### config.mk
export PLATFORM = sky130hd
export DESIGN_NAME = emc_bus_ctrl
export DESIGN_NICKNAME = d
export VERILOG_FILES = /design/src/rtl/emc_pkg.sv /design/src/rtl/emc_cs_decode.sv /design/src/rtl/emc_wait_reg.sv /design/src/rtl/emc_seq.sv /design/src/rtl/emc_bus_ctrl.sv
export SDC_FILE = /design/constraint.sdc
export NUM_CORES = 1
export LEC_CHECK = 0
export BUFFER_PORTS_ARGS = -buffer_cell sky130_fd_sc_hd__buf_2
export CORE_AREA = 4 4 101 103
export CTS_BUF_LIST = sky130_fd_sc_hd__clkbuf_8
export DETAILED_ROUTE_END_ITERATION = 16
export DIE_AREA = 0 0 105 107
export PLACE_DENSITY = 0.85
export SLEW_MARGIN = 10
export SYNTH_ARGS = -nofsm -noshare
export SYNTH_HDL_FRONTEND = slang
export SYNTH_HIERARCHICAL = 1
export SYNTH_SLANG_ARGS = --single-unit
### constraint.sdc
create_clock -name clk -period 2 [get_ports clk]
set_clock_uncertainty 0.15 [all_clocks]
set_input_delay 0.2 -clock clk [delete_from_list [all_inputs] [get_ports clk]]
set_output_delay 0.2 -clock clk [all_outputs]
set_load 0.01 [all_outputs]
### src/rtl/emc_pkg.sv
package emc_pkg;
  typedef enum logic [1:0] {
    ST_IDLE = 2'd0,
    ST_BUSY = 2'd1,
    ST_DONE = 2'd2
  } emc_state_e;
endpackage

### src/rtl/emc_cs_decode.sv
module emc_cs_decode #(
  parameter int CS_N  = 4,
  parameter int SEL_W = $clog2(CS_N)
) (
  input  logic [SEL_W-1:0] sel,
  output logic [CS_N-1:0]  cs_n_pat
);
  for (genvar k = 0; k < CS_N; k++) begin : g_cs
    assign cs_n_pat[k] = (sel != SEL_W'(k));
  end
endmodule

### src/rtl/emc_wait_reg.sv
module emc_wait_reg #(
  parameter int WAIT_W = 2
) (
  input  logic              clk,
  input  logic              rst,
  input  logic              wr_en,
  input  logic [WAIT_W-1:0] wr_data,
  output logic [WAIT_W-1:0] wait_q
);
  always_ff @(posedge clk) begin
    if (rst)        wait_q <= '0;
    else if (wr_en) wait_q <= wr_data;
  end
endmodule

### src/rtl/emc_seq.sv
module emc_seq
  import emc_pkg::*;
#(
  parameter int ADDR_W  = 20,
  parameter int DATA_W  = 32,
  parameter int CS_N    = 4,
  parameter int WAIT_W  = 2,
  parameter int RD_BASE = 1,
  parameter int WR_BASE = 3,
  parameter int SEL_W   = $clog2(CS_N),
  parameter int IADDR_W = ADDR_W + SEL_W,
  parameter int LANES   = DATA_W / 8
) (
  input  logic               clk,
  input  logic               rst,
  input  logic               req_valid,
  input  logic               req_write,
  input  logic [IADDR_W-1:0] req_addr,
  input  logic [DATA_W-1:0]  req_wdata,
  input  logic [LANES-1:0]   req_be,
  input  logic [WAIT_W-1:0]  wait_cfg,
  input  logic [CS_N-1:0]    cs_n_pat,
  input  logic [DATA_W-1:0]  mem_rdata,
  output logic               req_done,
  output logic [DATA_W-1:0]  req_rdata,
  output logic [ADDR_W-1:0]  mem_addr,
  output logic [DATA_W-1:0]  mem_wdata,
  output logic               mem_wdata_oe,
  output logic [CS_N-1:0]    mem_cs_n,
  output logic               mem_oe_n,
  output logic [LANES-1:0]   mem_we_n
);
  localparam int MAX_BASE = (WR_BASE > RD_BASE) ? WR_BASE : RD_BASE;
  localparam int MAX_LEN  = MAX_BASE + (1 << WAIT_W) - 1;
  localparam int CNT_W    = $clog2(MAX_LEN + 1);

  emc_state_e         state;
  logic [CNT_W-1:0]   cnt;
  logic [CNT_W-1:0]   len_m1;
  logic               is_wr;
  logic [LANES-1:0]   be_q;

  // Remaining strobe clocks after the first one.
  always_comb begin
    len_m1 = (req_write ? CNT_W'(WR_BASE) : CNT_W'(RD_BASE))
           + CNT_W'(wait_cfg) - CNT_W'(1);
  end

  always_ff @(posedge clk) begin
    if (rst) begin
      state        <= ST_IDLE;
      cnt          <= '0;
      is_wr        <= 1'b0;
      be_q         <= '0;
      mem_cs_n     <= '1;
      mem_oe_n     <= 1'b1;
      mem_we_n     <= '1;
      mem_wdata_oe <= 1'b0;
      mem_addr     <= '0;
      mem_wdata    <= '0;
      req_done     <= 1'b0;
      req_rdata    <= '0;
    end else begin
      case (state)
        ST_IDLE: begin
          req_done <= 1'b0;
          if (req_valid) begin
            state        <= ST_BUSY;
            cnt          <= len_m1;
            is_wr        <= req_write;
            be_q         <= req_be;
            mem_cs_n     <= cs_n_pat;
            mem_oe_n     <= req_write;
            mem_wdata_oe <= req_write;
            mem_addr     <= req_addr[ADDR_W-1:0];
            if (req_write) mem_wdata <= req_wdata;
          end
        end
        ST_BUSY: begin
          if (cnt == '0) begin
            state        <= ST_DONE;
            mem_cs_n     <= '1;
            mem_oe_n     <= 1'b1;
            mem_we_n     <= '1;
            mem_wdata_oe <= 1'b0;
            req_done     <= 1'b1;
            if (!is_wr) req_rdata <= mem_rdata;
          end else begin
            cnt      <= cnt - CNT_W'(1);
            // Enables stay high in the first and the last write clock.
            mem_we_n <= (is_wr && cnt != CNT_W'(1)) ? ~be_q : '1;
          end
        end
        ST_DONE: begin
          req_done <= 1'b0;
          state    <= ST_IDLE;
        end
        default: state <= ST_IDLE;
      endcase
    end
  end
endmodule

### src/rtl/emc_bus_ctrl.sv
module emc_bus_ctrl #(
  parameter int ADDR_W  = 20,
  parameter int DATA_W  = 32,
  parameter int CS_N    = 4,
  parameter int WAIT_W  = 2,
  parameter int RD_BASE = 1,
  parameter int WR_BASE = 3,
  localparam int SEL_W   = $clog2(CS_N),
  localparam int IADDR_W = ADDR_W + SEL_W,
  localparam int LANES   = DATA_W / 8
) (
  input  logic               clk,
  input  logic               rst,
  input  logic               req_valid,
  input  logic               req_write,
  input  logic [IADDR_W-1:0] req_addr,
  input  logic [DATA_W-1:0]  req_wdata,
  input  logic [LANES-1:0]   req_be,
  output logic               req_done,
  output logic [DATA_W-1:0]  req_rdata,
  input  logic               cfg_we,
  input  logic [WAIT_W-1:0]  cfg_wdata,
  output logic [WAIT_W-1:0]  cfg_wait,
  output logic [ADDR_W-1:0]  mem_addr,
  output logic [DATA_W-1:0]  mem_wdata,
  output logic               mem_wdata_oe,
  input  logic [DATA_W-1:0]  mem_rdata,
  output logic [CS_N-1:0]    mem_cs_n,
  output logic               mem_oe_n,
  output logic [LANES-1:0]   mem_we_n
);
  logic [CS_N-1:0] cs_n_pat;

  emc_cs_decode #(.CS_N(CS_N), .SEL_W(SEL_W)) u_dec (
    .sel      (req_addr[IADDR_W-1:ADDR_W]),
    .cs_n_pat (cs_n_pat)
  );

  emc_wait_reg #(.WAIT_W(WAIT_W)) u_wait (
    .clk     (clk),
    .rst     (rst),
    .wr_en   (cfg_we),
    .wr_data (cfg_wdata),
    .wait_q  (cfg_wait)
  );

  emc_seq #(
    .ADDR_W(ADDR_W), .DATA_W(DATA_W), .CS_N(CS_N), .WAIT_W(WAIT_W),
    .RD_BASE(RD_BASE), .WR_BASE(WR_BASE), .SEL_W(SEL_W),
    .IADDR_W(IADDR_W), .LANES(LANES)
  ) u_seq (
    .clk          (clk),
    .rst          (rst),
    .req_valid    (req_valid),
    .req_write    (req_write),
    .req_addr     (req_addr),
    .req_wdata    (req_wdata),
    .req_be       (req_be),
    .wait_cfg     (cfg_wait),
    .cs_n_pat     (cs_n_pat),
    .mem_rdata    (mem_rdata),
    .req_done     (req_done),
    .req_rdata    (req_rdata),
    .mem_addr     (mem_addr),
    .mem_wdata    (mem_wdata),
    .mem_wdata_oe (mem_wdata_oe),
    .mem_cs_n     (mem_cs_n),
    .mem_oe_n     (mem_oe_n),
    .mem_we_n     (mem_we_n)
  );
endmodule

; ---- After elaboration in Yosys (flattened, before gate mapping)
; Cells that the tools add are included.
[totals]
regBits = 107
in_bits = 97
out_inout_bits = 97
elab_cells = 59
[classes]
n_addsub = 3
eq_ne = 9
muxes = 18
bitwise_logic = 2
n_reduce_logical = 14
[op_table]
columns = op, n
row1 = $mux W4, 4
row2 = $reduce_and A3 Y1, 4
row3 = $ne A2 B2 Y1 const B, 4
row4 = $pmux W4 S2, 1
row5 = $mux W2, 3
row6 = $mux W3, 2
row7 = $pmux W1 S2, 3
row8 = $pmux W3 S2, 1
row9 = $reduce_and A2 Y1, 3
row10 = $reduce_bool A2 Y1, 3
row11 = $sub A3 B1 Y3 const B, 2
row12 = $ne A2 B1 Y1 const B, 2
row13 = $not A4 Y4, 1
row14 = $pmux W2 S2, 1
row15 = $add A3 B2 Y3, 1
row16 = $logic_not A3 Y1, 1
row17 = $mux W1, 3
row18 = $ne A3 B1 Y1 const B, 1
row19 = $eq A2 B1 Y1 const B, 1
row20 = $eq A2 B2 Y1 const B, 1
row21 = $logic_not A2 Y1, 1
row22 = $reduce_or A2 Y1, 1
row23 = $logic_and A1 B1 Y1, 1
row24 = $not A1 Y1, 1

; ---- Logic depth before layout (Yosys ltp)
[logic_depth]
ltp_word = 5
mapped_depth = 8
depth_no_buf = 6

; ---- Cells and area by module
; The synthesis kept the hierarchy.
[modules_own_cells]
columns = module, n_inst, cells_per_inst, area_per_inst_um2, seq_area_each_um2
row1 = emc_seq, 1, 466, 3806.2, 2102.0
row2 = emc_wait_reg, 1, 6, 67.6, 40.0
row3 = emc_cs_decode, 1, 4, 22.5, 0.0

; ---- Worst setup path after synthesis
; OpenSTA, ideal clock, no wires.
[synth_timing]
kind = reg-to-reg
start = register u_seq.cnt[0]
end = register u_seq.req_rdata[10]
setup_time_ns = 0.070
t_arrival_ns = 1.529
required_ns = 1.780
slack_ns = 0.250
path_stages_with_launch = 9
n_path_buf = 2
period_less_slack_ns = 1.750
path_cell_list = dfxtp_1 > inv_1 > ha_1 > ha_1 > nand4bb_1 > clkbuf_1 > clkbuf_1 > nand2_1 > a21oi_1
[synth_via]
elab_chain_len = 2
[synth_rtl]
columns = item, line
row1 = from (decl), emc_seq.sv:38  ; logic [CNT_W-1:0] cnt;
row2 = from (signal assigned), emc_seq.sv:69  ; cnt <= len_m1;
row3 = from (signal assigned), emc_seq.sv:89  ; cnt <= cnt - CNT_W'(1);
row4 = $logic_not A3 Y1, emc_seq.sv:80  ; if (cnt == '0) begin
row5 = $reduce_and A3 Y1 (no source line), --
row6 = to (signal assigned), emc_seq.sv:87  ; if (!is_wr) req_rdata <= mem_rdata;
row7 = to (decl), emc_seq.sv:25  ; output logic [DATA_W-1:0] req_rdata,
; Every way passes these cells.
; A chain may end at the register's enable or synchronous reset.

; ---- Worst setup path after layout
[layout_timing]
start = register u_seq.cnt[0]
end = register u_seq.cnt[1]
[layout_via]
elab_chain_len = 3
word_cells_on_any_way = 6
cone_classes = 1 x add/sub / 1 x eq/ne / 2 x mux / 2 x reduce/logical
[layout_rtl]
columns = item, line
row1 = $sub A3 B1 Y3 or $logic_not A3 Y1 (tied branches), "emc_seq.sv:89, emc_seq.sv:80"
row2 = $mux W3 or $ne A2 B2 Y1 (tied branches), --
row3 = $pmux W3 S2 or $reduce_and A3 Y1 (tied branches), --
; Parallel ways exist; a longest one is shown, timed or not. The select of a mux whose other input is x is not followed.

==> impl_metrics.yaml <==
routing:
  ant_nets: 0
  drc: 0
  vias: 4417
  drt-initial-drc-count: 225
  via_per_inst: 5.09
  wl_mm: 13.6
  dr.pass1.iters: 5
  wl_per_cell_um: 15.7
worst_setup_path:
  crit_required_ns: 2.10
  rr_endpoint: "u_seq/cnt[1]$_SDFFE_PP0P_"
  slowest_delay_ns: 0.40
  slowest_stage: "dfxtp_1"
  end_kind: "flop"
  worstRegToRegCells: 6
  rrSetupSlack_ns: 0.07
  crit_cells: 6
  startpoint_type: "flop"
  cp_top_family: "compound AO/OA/AOI/OAI gates"
  crit_type: "flop to flop"
  cp_cell_sequence: "inv_1, ha_1, ha_2, nand2b_2, a21o_1, a32o_1"
  path_max_fanout: 8
  rr_startpoint: "u_seq/cnt[0]$_SDFFE_PP0P_"
  cp_data_arrival_time_ns: 2.03
  worst-path-buf-inv: 1
sta:
  report.final.slew_viol_count: 0
  layout_setup_ws_ns: 0.0715
  fmax_mhz: 519
  relSlewSlack_pct: 66.9
  period_minus_slack_ns: 1.93
  hold_viol_final: 0
  period_share_pct: 96.4
  tightest_slew_ns: 0.497
  grt_setup_unrepaired: "false"
  setup_viol: 0
clocking:
  postCtsSetupBuffers: 0
  cts-buffers-inserted: 9
  cts-root-buf: "clkbuf_8"
  clockBufferDepth: 2
  cts-htree-levels: 3
  cts_tree: "yes"
  clk_latency_ns: 0.36
  cts.clk_slew.worst_paths_ns: 0.11
  cts.sinks: 107
min_path:
  hp-start: "req_addr[20]"
  min_path_cells: 3
  hold_path.class: "input port to flop"
  holdPathEnd: "u_seq/mem_cs_n[1]$_SDFFE_PP1P_"
pwr:
  ir_drop_mv: 0.467
  p_int_w: 0.00329
  p_leak_nw: 2.77
  p_seq_share_pct: 50.9
  p_sw_share_pct: 28.6
  clock_power_share_pct: 29.2
  share_comb_of_total_power_pct: 19.9
  power_density_mw_per_mm2: 755
  p_sw_w: 0.00132
placement:
  place_area_sq_mm: 0.00495
  gp_congestion: 0.874
  numPortBuffers: 193
  dpl_worst_slack_ns: -0.0671
  dp_hpwl_mm: 8.10
logic_synthesis:
  yosysUniqueCellTypes: 34
  ys_seq_area_share_pct: 55.0
  yosys.area_share.simple_pct: 22.4
  synth_warnings: 6
  synthAdderAreaFrac_pct: 1.28
  syn_area_sq_mm: 0.00390
  synth.area.mux_share_pct: 0.771
  netlist_instances: 476
  synth_top_family_by_area: "simple AND/OR/NAND/NOR gates"
  ys_ff_latch: 107
  synth_compound_gate_area_share_pct: 15.7
  synth-xor-area-share_pct: 0
  avgSynthCellArea_sq_um: 8.19
  syn_nets: 577
outcome:
  outcome: "complete, no violations"
final_layout:
  mostFrequentLayoutCells: "buf_2, nand2_1, dfxtp_1"
  mostFrequentLayoutCell: "buf_2"
  n_fill_cell: 714
  final_layout_size_suffix_gt1_share_pct: 30.3
  final_core_util_pct: 66.4
  multi_input_area_sq_mm: 0.00160
  final_area_sq_mm: 0.00610
  area_growth_pct: 56.6
  seqCellArea_sq_mm: 0.00214
  fin_nets: 851
grt:
  grt_max_degree: 38
  antenna_found_initial: 0
  grt_usage_pct: 22.9
  grt_remaining_overflow: 0
  grt_first_pass_wirelength_mm: 20.9
  first_global_vias: 4403
floorplan:
  start_util_pct: 42.4
  rows: 35
  die_h_um: 107
  die-area_sq_mm: 0.0112
  design.core.area_sq_mm: 0.00920
  die_w_um: 105
  ios: 194
run:
  cap_viol_max_count: 0
-- sequential cells by signal, indices dropped and copies added, names as in the netlist --
signal and cells:
u_seq/mem_wdata_oe 1, u_seq/req_done 1, u_seq/mem_we_n 4, u_seq/mem_wdata 32, u_seq/req_rdata 32, u_seq/is_wr 1
u_seq/mem_oe_n 1, u_seq/cnt 3, u_seq/mem_addr 20, u_seq/be_q 4, u_seq/mem_cs_n 4, u_seq/state 2
u_wait/wait_q 2
-- final cells by class --
cell class / instances / area share (%)
antenna: 1 / 0.0410
clock buffer: 9 / 2.03
clock inverter: 7 / 1.21
inverter: 7 / 0.431
multi-input combinational: 328 / 26.2
sequential: 107 / 35.1
tap: 111 / 2.28
timing repair buffer: 297 / 32.7
-- routing by layer --
metal | vias up | wire length, um | share of wire, % | track usage [%]
met1 | 2046 | 5190 | 38 | 23.4
li1 | 2112 | - | - | -
met3 | 44 | 873 | 6.4 | 5.54
met4 | 0 | 458 | 3.4 | 10.9
met2 | 215 | 7090 | 52 | 43.5
met5 | - | 0 | 0 | 0
-- cell families (layout without fill, tap and decap cells) --
family / after synthesis / count (layout)
multiplexers: 3 / 3
AO/OA/AOI/OAI: 111 / 111
other: 0 / 1
adder cells (fa/ha/maj): 4 / 4
AND/OR/NAND/NOR: 209 / 210
buffers and inverters: 42 / 320
flip-flops: 107 / 107
-- power groups by stage --
stage                     logic, W  registers (W)  clock network [W]
after global routing      0.000999        0.00236            0.00145
after CTS                 0.000880        0.00234            0.00138
after floorplan           0.000364        0.00243                  0
after detailed placement  0.000731        0.00239                  0
after global placement    0.000703        0.00238                  0
final                     0.000917        0.00235            0.00134
-- metrics by stage --
stage	total power (W)	TNS [ns]	hold WS [ns]	std cells
2_1_floorplan	0.00280	0	0.122	476
3_3_place_gp	0.00309	0	0.288	756
3_5_place_dp	0.00312	-1.19	0.295	756
4_1_cts	0.00460	0	0.0222	865
5_1_grt	0.00481	0	0.0287	866
6_report	0.00461	0	0.0415	867
-- how the worst max path moves through the flow --
| stage | from | to |
|---|---|---|
| CTS | u_seq/cnt[0]$_SDFFE_PP0P_ | u_seq/cnt[1]$_SDFFE_PP0P_ |
| global route | u_seq/state[0]$_SDFFE_PP0P_ | u_seq/mem_addr[17]$_SDFFE_PP0P_ |
| detailed placement | u_seq/cnt[0]$_SDFFE_PP0P_ | u_seq/req_rdata[19]$_SDFFE_PP0P_ |
| global placement | u_seq/cnt[0]$_SDFFE_PP0P_ | u_seq/req_rdata[18]$_SDFFE_PP0P_ |
| floorplan | u_seq/cnt[0]$_SDFFE_PP0P_ | u_seq/req_rdata[10]$_SDFFE_PP0P_ |
| finish | u_seq/cnt[0]$_SDFFE_PP0P_ | u_seq/cnt[1]$_SDFFE_PP0P_ |
-- cell usage after synthesis --
cell type	number	area [sq um]
o32a_1	5	50.1
buf_6	1	11.3
a21bo_2	1	10.0
and4bb_2	2	25.0
o22ai_1	1	6.26
clkbuf_1	21	78.8
o32ai_1	1	8.76
and3_1	4	25.0
a21oi_1	91	455
a32o_1	1	10.0
o21bai_1	1	7.51
or2_1	1	6.26
o21ai_0	5	25.0
buf_2	10	50.1
nor3b_2	1	12.5
buf_4	3	22.5
or3b_1	1	8.76
nand2b_1	5	31.3
dfxtp_1	107	2140
nor2b_1	1	6.26
inv_1	7	26.3
a31oi_1	2	12.5
nor3_1	1	5.00
nor4_1	1	6.26
a221oi_1	1	8.76
nand2_1	178	668
o221a_2	1	11.3
nand3b_1	1	7.51
nor4bb_1	1	10.0
ha_1	4	50.1
nand4bb_1	2	22.5
mux2i_1	3	30.0
nor2_1	10	37.5
a21o_1	1	7.51
-- timing repair --
item | 4_1_cts | 5_1_grt
setup endpoints to repair | 32 | 17
hold endpoints to repair | 91 | 0
gates cloned | 0 | 1
resized for setup | 1 | 2
hold buffers | 93 | 0
pin swaps | 0 | 0
-- tightest hold or removal path, delay by kind of cell --
kind                   cells  cell delay [ns]
buffers and inverters      1             0.12
AO/OA/AOI/OAI              1             0.14
AND/OR/NAND/NOR            1             0.06
Note: power is estimated with default switching activity, not from simulation.
